[config.mk]
export PLATFORM = sky130hd
export DESIGN_NAME = dlist_walker
export DESIGN_NICKNAME = d
export VERILOG_FILES = /design/src/rtl/dlw_pkg.sv /design/src/rtl/dlw_lane_swap.sv /design/src/rtl/dlw_res_fifo.sv /design/src/rtl/dlw_walker.sv /design/src/rtl/dlist_walker.sv
export SDC_FILE = /design/constraint.sdc
export NUM_CORES = 1
export LEC_CHECK = 0
export ABC_AREA = 1
export BUFFER_PORTS_ARGS = -buffer_cell sky130_fd_sc_hd__buf_2
export CORE_MARGIN = 8
export CORE_UTILIZATION = 50
export DETAILED_ROUTE_END_ITERATION = 12
export PLACE_DENSITY_LB_ADDON = 0.12
export SLEW_MARGIN = 20
export SYNTH_ARGS = -nofsm -noshare
export SYNTH_HDL_FRONTEND = slang
export SYNTH_SLANG_ARGS = --single-unit
[constraint.sdc]
create_clock -name clk -period 2.2 [get_ports clk]
set_input_delay 0.22 -clock clk [delete_from_list [all_inputs] [get_ports clk]]
set_output_delay 0.22 -clock clk [all_outputs]
set_load 0.05 [all_outputs]
[src/rtl/dlw_pkg.sv]
package dlw_pkg;
   localparam logic [31:0] RES_DONE  = 32'h8000_0002;
   localparam logic [31:0] RES_ERR   = 32'h8000_0008;
   localparam logic [31:0] RES_FLUSH = 32'h0000_0004;
   localparam logic [1:0]  CODE_PTR_LIST = 2'd1;

   localparam int B_LAST = 31;
   localparam int B_SRC_BYTE = 11;
   localparam int B_SRC_HALF = 12;
   localparam int B_SRC_WORD = 13;
   localparam int B_DST_BYTE = 14;
   localparam int B_DST_HALF = 15;
   localparam int B_DST_WORD = 16;

   typedef enum logic [3:0] {
      S_IDLE, S_PTR, S_CMD, S_CHK, S_RDA, S_RDB, S_WRA, S_WRB, S_NEXT, S_POST
   } walk_st_t;

   typedef struct packed {
      logic       last;
      logic [1:0] mode;
      logic       sw_byte;
      logic       sw_half;
      logic       sw_word;
   } cmd_t;
endpackage

[src/rtl/dlw_lane_swap.sv]
module dlw_lane_swap (
   input  logic [31:0] din,
   input  logic        sw_byte,
   input  logic        sw_half,
   output logic [31:0] dout
);
   logic [31:0] stage;

   for (genvar h = 0; h < 2; h++) begin : g_half
      assign stage[h*16 +: 16] = sw_byte ? {din[h*16 +: 8], din[h*16+8 +: 8]}
                                         : din[h*16 +: 16];
   end

   assign dout = sw_half ? {stage[15:0], stage[31:16]} : stage;
endmodule

[src/rtl/dlw_res_fifo.sv]
module dlw_res_fifo #(
   parameter int DEPTH = 4,
   parameter int W     = 32,
   localparam int CW   = $clog2(DEPTH + 1),
   localparam int PW   = (DEPTH > 1) ? $clog2(DEPTH) : 1
) (
   input  logic          clk,
   input  logic          rst_n,
   input  logic          push,
   input  logic [W-1:0]  din,
   input  logic          pop,
   output logic [W-1:0]  dout,
   output logic          full,
   output logic          empty,
   output logic [CW-1:0] count
);
   logic [W-1:0]  mem_q [DEPTH];
   logic [PW-1:0] wp, rp;

   function automatic logic [PW-1:0] bump(input logic [PW-1:0] p);
      return (p == PW'(DEPTH - 1)) ? '0 : p + PW'(1);
   endfunction

   wire do_push = push && !full;
   wire do_pop  = pop && !empty;

   always_ff @(posedge clk or negedge rst_n) begin
      if (!rst_n) begin
         wp <= '0;
         rp <= '0;
         count <= '0;
         for (int i = 0; i < DEPTH; i++) mem_q[i] <= '0;
      end else begin
         if (do_push) begin
            mem_q[wp] <= din;
            wp <= bump(wp);
         end
         if (do_pop) rp <= bump(rp);
         if (do_push && !do_pop)      count <= count + CW'(1);
         else if (do_pop && !do_push) count <= count - CW'(1);
      end
   end

   assign dout  = empty ? '0 : mem_q[rp];
   assign full  = (count == CW'(DEPTH));
   assign empty = (count == '0);
endmodule

[src/rtl/dlw_walker.sv]
module dlw_walker
   import dlw_pkg::*;
#(
   parameter int ADDR_W = 16
) (
   input  logic              clk,
   input  logic              rst_n,
   input  logic              start,
   input  logic [1:0]        start_code,
   input  logic [ADDR_W-1:0] start_addr,
   input  logic              cfg_flush,
   input  logic              cfg_top,
   input  logic              fifo_full,
   output logic              busy,
   output logic              post_valid,
   output logic [31:0]       post_word,
   output logic              mem_req,
   output logic              mem_we,
   output logic [ADDR_W-1:0] mem_addr,
   output logic [31:0]       mem_wdata,
   input  logic              mem_ack,
   input  logic [31:0]       mem_rdata
);
   walk_st_t          st;
   cmd_t              cmd;
   logic [ADDR_W-1:0] pptr, cptr, src, dst;
   logic [31:0]       len, bufa, bufb, res_q, rd_sw, ptr_byte;
   logic [1:0]        widx;
   logic              last_ptr, final_q;

   dlw_lane_swap u_swap (
      .din(mem_rdata), .sw_byte(cmd.sw_byte), .sw_half(cmd.sw_half), .dout(rd_sw)
   );

   assign ptr_byte = {mem_rdata[28:0], 3'b000};
   wire   len_bad  = (len[1:0] != 2'b00) || (cmd.sw_word && len[2]);
   wire   [31:0] err_word = RES_ERR | (cfg_flush ? RES_FLUSH : 32'h0);

   always_comb begin
      mem_req = 1'b0;
      mem_we = 1'b0;
      mem_addr = '0;
      mem_wdata = '0;
      unique case (st)
         S_PTR: begin mem_req = 1'b1; mem_addr = pptr; end
         S_CMD: begin mem_req = 1'b1; mem_addr = cptr + ADDR_W'({widx, 2'b00}); end
         S_RDA: begin mem_req = 1'b1; mem_addr = src; end
         S_RDB: begin mem_req = 1'b1; mem_addr = src + ADDR_W'(4); end
         S_WRA: begin
            mem_req = 1'b1; mem_we = 1'b1; mem_addr = dst;
            mem_wdata = cmd.sw_word ? bufb : bufa;
         end
         S_WRB: begin
            mem_req = 1'b1; mem_we = 1'b1; mem_addr = dst + ADDR_W'(4); mem_wdata = bufa;
         end
         default: ;
      endcase
   end

   always_ff @(posedge clk or negedge rst_n) begin
      if (!rst_n) begin
         st <= S_IDLE;
         cmd <= '0;
         pptr <= '0; cptr <= '0; src <= '0; dst <= '0;
         len <= '0; bufa <= '0; bufb <= '0; res_q <= '0;
         widx <= '0; last_ptr <= 1'b0; final_q <= 1'b0;
      end else begin
         unique case (st)
            S_IDLE: if (start) begin
               if (start_code == CODE_PTR_LIST) begin
                  pptr <= start_addr;
                  st <= S_PTR;
               end else begin
                  res_q <= err_word; final_q <= 1'b1; st <= S_POST;
               end
            end
            S_PTR: if (mem_ack) begin
               last_ptr <= mem_rdata[B_LAST];
               cptr <= ptr_byte[ADDR_W-1:0];
               pptr <= pptr + ADDR_W'(4);
               widx <= '0;
               st <= S_CMD;
            end
            S_CMD: if (mem_ack) begin
               unique case (widx)
                  2'd0: cmd <= '{last: mem_rdata[B_LAST], mode: mem_rdata[1:0],
                                 sw_byte: mem_rdata[B_SRC_BYTE] ^ mem_rdata[B_DST_BYTE],
                                 sw_half: mem_rdata[B_SRC_HALF] ^ mem_rdata[B_DST_HALF],
                                 sw_word: mem_rdata[B_SRC_WORD] ^ mem_rdata[B_DST_WORD]};
                  2'd1: src <= mem_rdata[ADDR_W-1:0];
                  2'd2: dst <= mem_rdata[ADDR_W-1:0];
                  default: len <= mem_rdata;
               endcase
               if (widx == 2'd3) begin
                  cptr <= cptr + ADDR_W'(16);
                  st <= S_CHK;
               end
               widx <= widx + 2'd1;
            end
            S_CHK: begin
               if (cmd.mode != 2'b00 || len_bad) begin
                  res_q <= err_word; final_q <= 1'b1; st <= S_POST;
               end else if (len == 32'd0) st <= S_NEXT;
               else st <= S_RDA;
            end
            S_RDA: if (mem_ack) begin
               bufa <= rd_sw;
               st <= cmd.sw_word ? S_RDB : S_WRA;
            end
            S_RDB: if (mem_ack) begin
               bufb <= rd_sw;
               st <= S_WRA;
            end
            S_WRA: if (mem_ack) begin
               if (cmd.sw_word) st <= S_WRB;
               else begin
                  src <= src + ADDR_W'(4);
                  dst <= dst + ADDR_W'(4);
                  len <= len - 32'd4;
                  st <= (len == 32'd4) ? S_NEXT : S_RDA;
               end
            end
            S_WRB: if (mem_ack) begin
               src <= src + ADDR_W'(8);
               dst <= dst + ADDR_W'(8);
               len <= len - 32'd8;
               st <= (len == 32'd8) ? S_NEXT : S_RDA;
            end
            S_NEXT: begin
               if (!cmd.last) begin
                  widx <= '0; st <= S_CMD;
               end else if (last_ptr) begin
                  res_q <= RES_DONE; final_q <= 1'b1; st <= S_POST;
               end else if (cfg_top) begin
                  res_q <= RES_DONE; final_q <= 1'b0; st <= S_POST;
               end else st <= S_PTR;
            end
            S_POST: if (!fifo_full) st <= final_q ? S_IDLE : S_PTR;
            default: st <= S_IDLE;
         endcase
      end
   end

   assign busy       = (st != S_IDLE);
   assign post_valid = (st == S_POST) && !fifo_full;
   assign post_word  = res_q;
endmodule

[src/rtl/dlist_walker.sv]
module dlist_walker #(
   parameter int ADDR_W    = 16,
   parameter int RES_DEPTH = 4,
   localparam int CW       = $clog2(RES_DEPTH + 1)
) (
   input  logic              clk,
   input  logic              rst_n,
   input  logic              host_wr,
   input  logic              host_rd,
   input  logic [1:0]        host_addr,
   input  logic [31:0]       host_wdata,
   output logic [31:0]       host_rdata,
   output logic              irq,
   output logic              mem_req,
   output logic              mem_we,
   output logic [ADDR_W-1:0] mem_addr,
   output logic [31:0]       mem_wdata,
   input  logic              mem_ack,
   input  logic [31:0]       mem_rdata
);
   if (RES_DEPTH < 1 || RES_DEPTH > 7) begin : g_bad_depth
      $error("RES_DEPTH must lie in 1..7 to fit the 3-bit status count");
   end
   if (ADDR_W < 8 || ADDR_W > 32) begin : g_bad_addr
      $error("ADDR_W must lie in 8..32");
   end

   logic [2:0]    cfg_q;
   logic [CW-1:0] res_count;
   logic [2:0]    cnt3;
   logic [31:0]   res_head, post_word, start_byte, status;
   logic          busy, post_valid, fifo_full, fifo_empty, unused_bits;

   wire start_wr = host_wr && (host_addr == 2'd0) && !busy;
   wire pop_rd   = host_rd && (host_addr == 2'd1);

   assign start_byte  = {host_wdata[28:0], 3'b000};
   assign unused_bits = ^{host_wdata[31], start_byte};

   if (CW >= 3) begin : g_cnt_full
      assign cnt3 = res_count[2:0];
   end else begin : g_cnt_pad
      assign cnt3 = {{(3 - CW){1'b0}}, res_count};
   end

   always_ff @(posedge clk or negedge rst_n) begin
      if (!rst_n) cfg_q <= '0;
      else if (host_wr && host_addr == 2'd3) cfg_q <= host_wdata[2:0];
   end

   dlw_walker #(.ADDR_W(ADDR_W)) u_walk (
      .clk(clk), .rst_n(rst_n), .start(start_wr),
      .start_code(host_wdata[30:29]), .start_addr(start_byte[ADDR_W-1:0]),
      .cfg_flush(cfg_q[1]), .cfg_top(cfg_q[2]), .fifo_full(fifo_full),
      .busy(busy), .post_valid(post_valid), .post_word(post_word),
      .mem_req(mem_req), .mem_we(mem_we), .mem_addr(mem_addr),
      .mem_wdata(mem_wdata), .mem_ack(mem_ack), .mem_rdata(mem_rdata)
   );

   dlw_res_fifo #(.DEPTH(RES_DEPTH), .W(32)) u_fifo (
      .clk(clk), .rst_n(rst_n), .push(post_valid), .din(post_word),
      .pop(pop_rd), .dout(res_head), .full(fifo_full), .empty(fifo_empty),
      .count(res_count)
   );

   assign status = {cnt3, 1'b0, busy, 25'd0, !fifo_empty, !busy};

   always_comb begin
      unique case (host_addr)
         2'd1:    host_rdata = res_head;
         2'd2:    host_rdata = status;
         2'd3:    host_rdata = {29'd0, cfg_q};
         default: host_rdata = 32'd0;
      endcase
   end

   assign irq = cfg_q[0] && !fifo_empty;
endmodule

==> results of run 1 <==
final cells by class:
class | count | share of cell area
multi-input combinational | 1515 | 0.4791
sequential | 199 | 0.2694
timing repair buffer | 274 | 0.1428
inverter | 247 | 0.05205
tap | 378 | 0.02552
clock buffer | 19 | 0.02444
clock inverter | 13 | 0.006548
antenna | 1 | 0.0001350
worst min path at each step:
stage,end,slack (ns),cells past startpoint
after floorplan,cfg_q[0],-0.08,0
after global placement,u_walk.pptr[14],0.20,1
after detailed placement,u_walk.pptr[14],0.20,1
after CTS,u_walk.len[21],0.02,3
after global routing,u_walk.len[21],0.03,3
final,u_walk.len[21],0.03,3
sequential cells by signal, indices dropped and copies added, names as in the netlist, 3 cells and up:
name / cells
u_walk.bufa: 32
u_walk.bufb: 32
u_walk.len: 32
u_fifo.mem_q: 16
u_walk.dst: 16
u_walk.src: 16
u_walk.pptr: 14
u_walk.cptr: 13
u_walk.cmd: 6
u_walk.post_word: 4
u_walk.st: 4
cfg_q: 3
u_fifo.count: 3
cell usage in the layout, fill, tap and decap left out, types with 6 or more instances in the layout:
cell type | Yosys | layout
a21oi_1 | 75 | 39
a21oi_2 | 1 | 31
a21oi_4 | 0 | 6
a311oi_4 | 0 | 29
buf_12 | 0 | 20
buf_2 | 38 | 61
buf_4 | 30 | 113
buf_6 | 1 | 59
buf_8 | 0 | 8
clkbuf_16 | 0 | 24
clkinvlp_4 | 0 | 6
conb_1 | 1 | 24
dfrtp_1 | 199 | 189
dfrtp_2 | 0 | 10
ha_1 | 22 | 17
inv_1 | 237 | 221
inv_2 | 8 | 14
mux2_2 | 34 | 34
nand2_1 | 535 | 514
nand2_2 | 5 | 16
nand2_4 | 0 | 8
nand3_1 | 144 | 136
nand3_4 | 3 | 7
nand4_1 | 28 | 28
nor2_1 | 204 | 175
nor2_2 | 8 | 17
nor2_4 | 5 | 25
nor3_1 | 19 | 14
o211ai_1 | 7 | 7
o21ai_0 | 270 | 250
o21ai_1 | 6 | 17
o21ai_2 | 0 | 9
o22ai_1 | 21 | 12
o22ai_2 | 0 | 7
xor2_1 | 27 | 23
layer usage:
layer | global-route usage | up-vias | part of all wire
li1 | - | 7100 | -
met1 | 0.3806 | 7252 | 0.42
met2 | 0.4621 | 624 | 0.46
met3 | 0.06173 | 111 | 0.079
met4 | 0.08913 | 6 | 0.034
met5 | 0 | - | 0.00081
critical path: stages, from the launching register on:
cell        delay [ns]
dfrtp_2           0.44
inv_2             0.09
nand2_4           0.07
nor2_8            0.10
nand3_4           0.08
clkinvlp_4        0.11
buf_12            0.13
buf_12            0.15
a21oi_1           0.07
a311oi_1          0.26
buf_4             0.26
Yosys cell counts (all sizes together), types with 27 or more instances:
cell type | count | area (µm²)
buf | 73 | 441.7
inv | 245 | 919.6
dfrtp | 199 | 4980
nor2 | 218 | 892.1
nand4 | 28 | 175.2
o21ai | 276 | 1381
xor2 | 27 | 236.5
a21oi | 76 | 384.1
mux2 | 34 | 382.9
nand2 | 540 | 2039
nand3 | 147 | 773.2
clkbuf | 32 | 120.1
a311oi | 32 | 280.3
per-stage QoR:
step,cell area [µm²],TNS (ns),utilization,setup slack (ns)
2_1_floorplan,14540,-1.739,-,-0.3261
3_3_place_gp,15820,0,0.5727,0.06128
3_5_place_dp,15820,0,0.5727,0.04360
4_1_cts,17580,-6.576,0.6361,-0.2156
5_1_grt,18530,-18.38,0.6707,-0.3047
6_report,18530,-9.330,0.6708,-0.2338
cells by family (layout without fill, tap and decap cells):
logic type | Yosys count | after routing
AND/OR/NAND/NOR | 962 | 962
AO/OA/AOI/OAI | 440 | 440
buffers and inverters | 352 | 553
flip-flops | 199 | 199
multiplexers | 36 | 36
XOR/XNOR | 30 | 30
adder cells (fa/ha/maj) | 23 | 23
other | 1 | 25
power by group through the flow:
stage                     clock (mW)  sequential (mW)  combinational, mW
final                           3.15             7.11               14.6
after global routing            3.34             7.30               15.8
after CTS                       3.20             6.99               13.2
after detailed placement           0             6.87               11.9
after global placement             0             6.82               11.7
after floorplan                    0             6.42               8.71
timing repair:
item,in CTS,in global routing
cloned,3,9
gates resized for setup,242,130
hold buffers,1,0
buffers inserted,33,32
hold endpoints to repair,42,0
setup endpoints to repair,49,114
pin swaps,25,39
==> out/metrics.csv, run 1 <==
stage;metric;value;unit
yosys;Top FF cell, synth;dfrtp_1;
clock_tree;clk root buf;clkbuf_16;
yosys;synth warn;0;
sta;Clock Skews;0.01305;ns
sta;RSZ-0062 raised after global routing;yes;
clock_tree;CTS clock-pin slew for the worst setup and hold paths;0.07;ns
yosys;flops & latches, synth;199;
sta;final hold violation count;0;
critical_path;Data required, critical path;1.98;ns
yosys;Cells after Synth;2043;
critical_path;worst reg2reg path startpoint;u_walk.st[2];
clock_tree;Worst-Skew Late Latency;0.45;ns
finish;P&R area growth vs syn;32.92;%
drt;DR vias;15090;
sta;final worst slack;-0.2338;ns
sta;Max Freq;410.9;MHz
finish;filler cell count;2402;
place;# port buffers;112;
drt;DRT iter0 DRCs;1466;
place;HPWL Detailed;35580;µm
critical_path;Setup crit start kind;flop;
run_status;failing checks;setup timing;
sta;Max-slew headroom;0.5650;
power_and_ir_drop;Sw Share;0.5066;
global_routing;pin count of the biggest net entering global routing;65;
die;Die W;183.0;µm
die;Placeable Area;27630;µm²
critical_path;worst path arrival time;2.21;ns
critical_path;reg2reg path depth;13;
sta;crit path time final;2.434;ns
critical_path;reg2reg setup slack;-0.14;ns
sta;Tcrit/Tclk final;1.106;
power_and_ir_drop;combinational power share;0.587;
clock_tree;CTS H-tree depth;4;
yosys;mapped cell area;13940;µm²
yosys;mux contribution to synthesized area;0.02889;
yosys;Post-synth ARST share;1.000;
finish;Total Nets Final;2348;
yosys;Netlist cell types;51;
power_and_ir_drop;VDD IR max;856.6;µV
power_and_ir_drop;Lkg Pwr;8.454;nW
power_and_ir_drop;Final Total Pwr;24.83;mW
drt;per-cell routed wire length;19.02;µm
flow_run;Max Cap Viol;0;
power_and_ir_drop;sequential share of power;0.286;
sta;Worst Tran Pin Value;0.6524;ns
power_and_ir_drop;total power per unit cell area;1340;nW/µm²
finish;layout cells sized above 1;0.2475;
power_and_ir_drop;sw power;12.58;mW
yosys;Mapped Avg Cell Area;6.825;µm²
critical_path;WS Path Type;flop to primary output;
global_routing;antenna violations before repair;3;
power_and_ir_drop;internal power;12.25;mW
min_path;HP Start;mem_rdata[21];
yosys;post-synthesis compound-gate area fraction;0.1770;
critical_path;Setup crit end;mem_wdata[31];
drt;Vias/cell;5.704;
finish;register area;4992;µm²
global_routing;vias in the first global route;14050;
drt;Routed Antenna Nets;0;
finish;Layout Cells excl Fill;2646;
yosys;XOR/XNOR Fraction of Synth Area;0.01884;
drt;Post-Route WL;50320;µm
run_status;status;complete, but fails checks;
global_routing;global-route wire length before repair;76420;µm
yosys;sequential fraction of the synthesis area;0.3571;
critical_path;critical path peak fanout;8;
sta;final hold slack;0.03296;ns
sta;Final Max Slew Viols;0;
drt;# DRC;0;
place;gpl congestion;0.9410;
die;Die ar.;33490;µm²
die;Starting Density;0.5047;
clock_tree;CTS Sinks;199;
yosys;adder and majority gate portion of the synthesized area;0.02118;
min_path;Hold Crit Class;primary input to flop;
global_routing;Remaining Overflow, GRT;0;
die;Die Y;183.0;µm
critical_path;Critical path origin;u_walk.st[3];
global_routing;GRT Total Usage;0.2866;
yosys;main combinational cell family by area after synthesis;simple AND/OR/NAND/NOR gates;
clock_tree;CTS tree;yes;
die;Ports;154;
clock_tree;clk buf depth;2;
critical_path;Critical Path End Type;primary output;
drt;drt pass-1 iters;6;
critical_path;RR Endpoint;u_walk.len[2];
place;DP Cell Count;2538;
yosys;simple-gate share of the synthesized area;0.2899;
power_and_ir_drop;Clock power frac;0.127;
clock_tree;Num CTS Buffers;17;
finish;multi-input logic area;8880;µm²
die;row cnt;61;
yosys;Post-synth EDFFs;0;
sta;Final setup viols;86;
Note: power is estimated with default switching activity, not from simulation.
==> inputs of run 2 (changes only) <==
--- a/config.mk
+++ b/config.mk
@@ -10,7 +10,7 @@
 export CORE_MARGIN = 8
 export CORE_UTILIZATION = 50
 export DETAILED_ROUTE_END_ITERATION = 12
-export PLACE_DENSITY_LB_ADDON = 0.12
+export PLACE_DENSITY = 0.79
 export SLEW_MARGIN = 20
 export SYNTH_ARGS = -nofsm -noshare
 export SYNTH_HDL_FRONTEND = slang
==> constraint.sdc (replaced) <==
create_clock -name clk -period 2.2 [get_ports clk]
set_input_delay 0.22 -clock clk [delete_from_list [all_inputs] [get_ports clk]]
set_output_delay 0.22 -clock clk [all_outputs]
set_load 0.02 [all_outputs]
==> out/metrics.csv, run 2 (synthesis results as in run 1) <==
stage;metric;value;unit
run_status;status;complete, but fails checks;
run_status;failing checks;setup timing;
drt;DR vias;15240;
sta;Worst Tran Pin Value;0.5839;ns
finish;commonest non-fill, non-tap cell in the layout;nand2_1;
power_and_ir_drop;total power per unit cell area;1327;nW/µm²
finish;largest registers;u_walk.bufa (32), u_walk.bufb (32), u_walk.len (32);
place;area post-placement;15180;µm²
critical_path;critical path peak fanout;8;
drt;Vias/cell;5.830;
place;# port buffers;112;
global_routing;vias in the first global route;14200;
sta;Tcrit/Tclk final;1.105;
global_routing;Remaining Overflow, GRT;0;
sta;final hold violation count;0;
finish;Final Util;0.6329;
power_and_ir_drop;Lkg Pwr;8.150;nW
die;Die Y;183.0;µm
sta;RSZ-0062 raised after global routing;yes;
clock_tree;CTS tree;yes;
drt;Post-Route WL;50030;µm
drt;Routed Antenna Nets;0;
clock_tree;CTS Sinks;199;
die;Placeable Area;27630;µm²
clock_tree;CTS clock-pin slew for the worst setup and hold paths;0.07;ns
finish;Total Nets Final;2314;
die;row cnt;61;
die;Die ar.;33490;µm²
finish;commonest non-fill, non-tap cells in the layout;522 x nand2_1, 260 x o21ai_0, 226 x inv_1, 187 x dfrtp_1, 182 x nor2_1;
global_routing;global-route wire length before repair;75620;µm
die;Ports;154;
finish;fin area;17490;µm²
sta;Clock Skews;0.01090;ns
critical_path;Data required, critical path;1.98;ns
finish;P&R area growth vs syn;25.40;%
clock_tree;Num CTS Buffers;17;
power_and_ir_drop;VDD IR max;691.2;µV
die;Die W;183.0;µm
die;Starting Density;0.5047;
sta;Final Max Slew Viols;0;
drt;drt pass-1 iters;6;
global_routing;pin count of the biggest net entering global routing;71;
global_routing;GRT Total Usage;0.2822;
clock_tree;clk root buf;clkbuf_16;
global_routing;antenna violations before repair;4;
sta;crit path time final;2.431;ns
drt;per-cell routed wire length;19.15;µm
drt;DRT iter0 DRCs;1662;
clock_tree;Worst-Skew Late Latency;0.45;ns
global_routing;gr busiest metal;met2;
critical_path;WS Path Type;flop to primary output;
global_routing;GR Layer Usage met3;0.06431;
place;gpl congestion;0.9674;
clock_tree;CTS H-tree depth;4;
critical_path;worst path arrival time;2.21;ns
sta;Final setup viols;46;
finish;filler cell count;2393;
global_routing;met1 usage;0.3650;
sta;final worst slack;-0.2313;ns
min_path;Hold Crit Class;primary input to flop;
critical_path;Critical Path End Type;primary output;
critical_path;Setup crit start kind;flop;
global_routing;grt met2 use;0.4530;
place;HPWL Detailed;34340;µm
sta;Max-slew headroom;0.6066;
drt;# DRC;0;
finish;layout cells sized above 1;0.2132;
sta;Max Freq;411.3;MHz
flow_run;Max Cap Viol;0;
clock_tree;clk buf depth;2;
[run 2: final cells by class]
| type | count | area [µm²] | share of cell area |
|---|---|---|---|
| tap | 378 | 473.0 | 0.02705 |
| inverter | 247 | 968.4 | 0.05538 |
| clock inverter | 13 | 183.9 | 0.01052 |
| clock buffer | 19 | 442.9 | 0.02533 |
| antenna | 2 | 5.005 | 0.0002862 |
| sequential | 199 | 4995 | 0.2857 |
| timing repair buffer | 240 | 2056 | 0.1176 |
| multi-input combinational | 1515 | 8362 | 0.4782 |
[run 2: worst max-delay path: stages (launching register included)]
cell and delay, ns:
dfrtp_1 0.40, inv_2 0.07, buf_6 0.15, nand3_4 0.12, clkinvlp_4 0.22, a32oi_1 0.41
o2111ai_1 0.19, buf_2 0.20
[run 2: where the power goes]
part	total, mW	switching (mW)	internal [mW]
Combinational	12.7	8.08	4.58
Clock	3.45	1.59	1.87
Sequential	7.10	1.71	5.39
Total	23.2	11.4	11.8
[run 2: timing repair]
item | CTS | global route
hold endpoints to repair | 29 | 0
hold buffers | 1 | 0
gates cloned | 5 | 1
pin swaps | 20 | 39
buffers inserted | 34 | 23
gates resized for setup | 130 | 161
setup endpoints to repair | 47 | 76
[run 2: per-layer routing]
| layer | routed length [µm] | share of wire | vias up |
|---|---|---|---|
| met2 | 22700 | 0.45 | 862 |
| met5 | 57 | 0.0011 | - |
| met1 | 19840 | 0.40 | 7157 |
| met4 | 2340 | 0.047 | 8 |
| li1 | - | - | 7025 |
| met3 | 5099 | 0.10 | 183 |
[run 2: worst paths after layout]
check	slack, ns	from	cells past startpoint	endpoint
setup / recovery	-0.23	u_walk.st[0]	7	mem_addr[4]
hold / removal	0.02	host_wdata[2]	2	cfg_q[2]
setup reg to reg	0.05	u_walk.st[2]	11	u_fifo.count[2]
hold reg to reg	0.49	u_fifo.mem_q[95]	2	u_fifo.mem_q[95]
max in group asynchronous	1.23	rst_n	3	u_walk.src[11]
min in group asynchronous	0.24	rst_n	2	u_fifo.mem_q[99]
[run 2: per-stage QoR]
stage	setup slack [ns]	power, mW	hold WS, ns	cells	TNS [ns]
finish	-0.2313	23.20	0.02214	2613	-5.342
global placement	0.1220	16.77	0.1457	2519	0
CTS	-0.2316	21.70	0.01332	2591	-5.649
global route	-0.3143	24.72	0.02579	2611	-8.343
floorplan	0.07372	13.72	-0.07559	2066	0
detailed placement	0.08601	17.15	0.1469	2519	0
==> inputs of run 3 (changes only) <==
--- a/config.mk
+++ b/config.mk
@@ -10,8 +10,9 @@
 export CORE_MARGIN = 8
 export CORE_UTILIZATION = 50
 export DETAILED_ROUTE_END_ITERATION = 12
-export PLACE_DENSITY = 0.79
+export PLACE_DENSITY = 0.78
 export SLEW_MARGIN = 20
 export SYNTH_ARGS = -nofsm -noshare
 export SYNTH_HDL_FRONTEND = slang
+export SYNTH_HIERARCHICAL = 1
 export SYNTH_SLANG_ARGS = --single-unit
==> out/metrics.csv, run 3 <==
stage;metric;value;unit
die;Die ar.;47460;µm²
place;area post-placement;21850;µm²
finish;Total Nets Final;3366;
power_and_ir_drop;VDD IR max;659.6;µV
critical_path;Setup crit end;mem_wdata[26];
clock_tree;Worst-Skew Late Latency;0.56;ns
critical_path;RR Endpoint;u_walk/st[1];
yosys;Netlist cell types;50;
run_status;status;complete, but fails checks;
die;Ports;154;
finish;largest register by flop count;u_fifo/mem_q;
drt;drt pass-1 iters;7;
clock_tree;CTS H-tree depth;2;
sta;TNS Setup;-12.70;ns
global_routing;Remaining Overflow, GRT;0;
sta;crit path time final;2.552;ns
drt;Post-Route WL;77330;µm
yosys;top cell type's share of synthesized area;0.3845;
die;Die W;217.9;µm
global_routing;antenna violations before repair;1;
die;Starting Density;0.5023;
sta;final hold violation count;0;
die;Placeable Area;40550;µm²
clock_tree;clk buf depth;3;
yosys;synth warn;6;
yosys;sequential fraction of the synthesis area;0.3845;
critical_path;worst path arrival time;2.33;ns
critical_path;Top delay family on crit path;buffers and inverters;
sta;Clock Skews;0.01740;ns
yosys;mapped cell area;20370;µm²
critical_path;Setup crit start kind;flop;
global_routing;vias in the first global route;21710;
place;gpl congestion;0.9915;
finish;Final Util;0.6600;
finish;filler cell count;3211;
min_path;Hold Crit Class;primary input to flop;
yosys;Mapped Avg Cell Area;6.715;µm²
finish;commonest non-fill, non-tap cells in the layout;865 x nand2_1, 353 x inv_1, 303 x dfrtp_1, 209 x nand3_1, 204 x o21ai_0;
critical_path;worst path buffer plus inverter count;5;
power_and_ir_drop;Final Total Pwr;36.55;mW
place;HPWL Detailed;46170;µm
critical_path;Slowest cell on crit path;dfrtp_1;
finish;register area;7845;µm²
finish;commonest non-fill, non-tap cell in the layout;nand2_1;
finish;fin area;26770;µm²
critical_path;reg2reg path depth;13;
critical_path;Critical path origin;u_walk/st[0];
critical_path;Critical Path End Type;primary output;
critical_path;WS Path Type;flop to primary output;
drt;Vias/cell;6.004;
critical_path;crit-path cells;buf_6 > nor2_4 > nand3_4 > clkinvlp_4 > buf_12 > buf_16 > a21oi_2 > a21oi_1 > buf_4;
sta;Worst Tran Pin Value;0.8123;ns
critical_path;Crit path depth;9;
clock_tree;clk root buf;clkbuf_16;
sta;RSZ-0062 raised after global routing;yes;
yosys;Synth area leader;dfrtp_1;
place;Setup WS pre-CTS;0.1064;ns
die;row cnt;74;
finish;Largest register FFs;128;
drt;DRT iter0 DRCs;3119;
yosys;Top FF cell, synth;dfrtp_1;
sta;Max Freq;391.9;MHz
critical_path;reg2reg setup slack;0;ns
global_routing;GRT Total Usage;0.3005;
sta;Tcrit/Tclk final;1.160;
yosys;Cells after Synth;3034;
flow_run;Max Cap Viol;0;
sta;Max-slew headroom;0.4528;
critical_path;critical path peak fanout;8;
critical_path;Data required, critical path;1.98;ns
drt;DR vias;23000;
drt;# DRC;0;
finish;multi-input logic area;11830;µm²
yosys;Post-synth ARST share;1.000;
sta;Final Max Slew Viols;0;
global_routing;pin count of the biggest net entering global routing;73;
clock_tree;CTS Sinks;313;
critical_path;crit-path max cell delay;0.43;ns
global_routing;global-route wire length before repair;115400;µm
clock_tree;CTS tree;yes;
yosys;Synth area leaders;dfrtp_1 38%, nand2_1 17%, inv_1 6.8%;
run_status;failing checks;setup timing;
clock_tree;Num CTS Buffers;37;
finish;layout cells sized above 1;0.2451;
finish;P&R area growth vs syn;31.38;%
sta;Final setup viols;66;
power_and_ir_drop;Lkg Pwr;13.45;nW
drt;per-cell routed wire length;20.19;µm
drt;Routed Antenna Nets;0;
place;# port buffers;136;
yosys;Synth top cells by count;949 x nand2_1, 371 x inv_1, 313 x dfrtp_1, 274 x nand3_1, 225 x o21ai_0;
sta;final worst slack;-0.3518;ns
critical_path;worst reg2reg path startpoint;u_walk/st[1];
yosys;Post-synth EDFFs;0;
yosys;most frequent cell after synthesis;nand2_1;
die;Die Y;217.9;µm
yosys;flops & latches, synth;313;
power_and_ir_drop;total power per unit cell area;1365;nW/µm²
clock_tree;CTS clock-pin slew for the worst setup and hold paths;0.06;ns
run 3: cell count changes after synthesis, sizes merged, moves of 34 or more:
| cell | delta |
|---|---|
| dfrtp | +114 |
| nand3 | +131 |
| o21ai | -46 |
| a21oi | +76 |
| nand4 | +140 |
| buf | +64 |
| mux2 | -34 |
| inv | +142 |
| nand2 | +423 |
run 3: layer usage:
metal	wire length [µm]	vias up	global-route usage
li1	-	10270	-
met1	28890	10880	0.3801
met2	36090	1507	0.4869
met3	8063	347	0.05964
met4	4279	2	0.1498
met5	14	-	0
run 3: power by group:
part	total, mW	switching [mW]	leakage [nW]	internal, mW
sequential	10.7	2.28	3.64	8.41
combinational	19.8	12.5	9.24	7.32
clock	6.04	2.55	0.563	3.49
total	36.5	17.3	13.4	19.2
run 3: stage by stage:
stage	hold slack (ns)	std cells
after floorplan	-0.07559	3063
after global placement	0.1674	3649
after detailed placement	0.1760	3649
after CTS	0.001487	3805
after global routing	0.02184	3829
final	0.01638	3830
run 3: timing repair:
item / in CTS / in global routing
hold buffers: 18 / 0
cloned: 19 / 4
setup buffers: 57 / 21
resized for setup: 375 / 290
hold endpoints to repair: 77 / 0
endpoints found under the setup margin: 81 / 130
pin swaps: 71 / 120
run 3: worst reg2reg max path: cells and delay by family (launching register included):
kind            cells  cell delay (ns)
flops               1             0.40
buf+inv             6             0.73
simple gates        5             0.71
compound gates      2             0.27
run 3: layout make-up:
class | count | share of cell area
Multi-Input combinational cell | 2166 | 0.4421
Sequential cell | 313 | 0.2931
Timing Repair Buffer | 365 | 0.1395
Inverter | 387 | 0.05619
Clock buffer | 54 | 0.03997
Tap cell | 532 | 0.02487
Clock inverter | 9 | 0.003085
Timing Repair inverter | 3 | 0.001122
Antenna cell | 1 | 0.00009349
run 3: how the worst min path moves through the flow:
stage               cells after the start      startpoint                to  slack, ns
floorplan                               0           rst_n          cfg_q[0]      -0.08
global placement                        1           rst_n  u_fifo/mem_q[88]       0.17
detailed placement                      1           rst_n  u_fifo/mem_q[88]       0.18
CTS                                     3    host_addr[1]          cfg_q[0]      0.001
global route                            3   host_wdata[1]    u_walk/pptr[4]       0.02
finish                                  5  host_wdata[12]   u_walk/pptr[15]       0.02
run 3: logic make-up (layout without fill, tap and decap cells):
logic type,after synthesis,after routing,share of synthesized area
XOR/XNOR,26,26,0.01118
other,2,32,0.0003686
multiplexers,1,1,0.0004914
adder cells (fa/ha/maj),22,22,0.01388
AO/OA/AOI/OAI,441,441,0.1149
buffers and inverters,584,818,0.1228
AND/OR/NAND/NOR,1645,1645,0.3519
flip-flops,313,313,0.3845
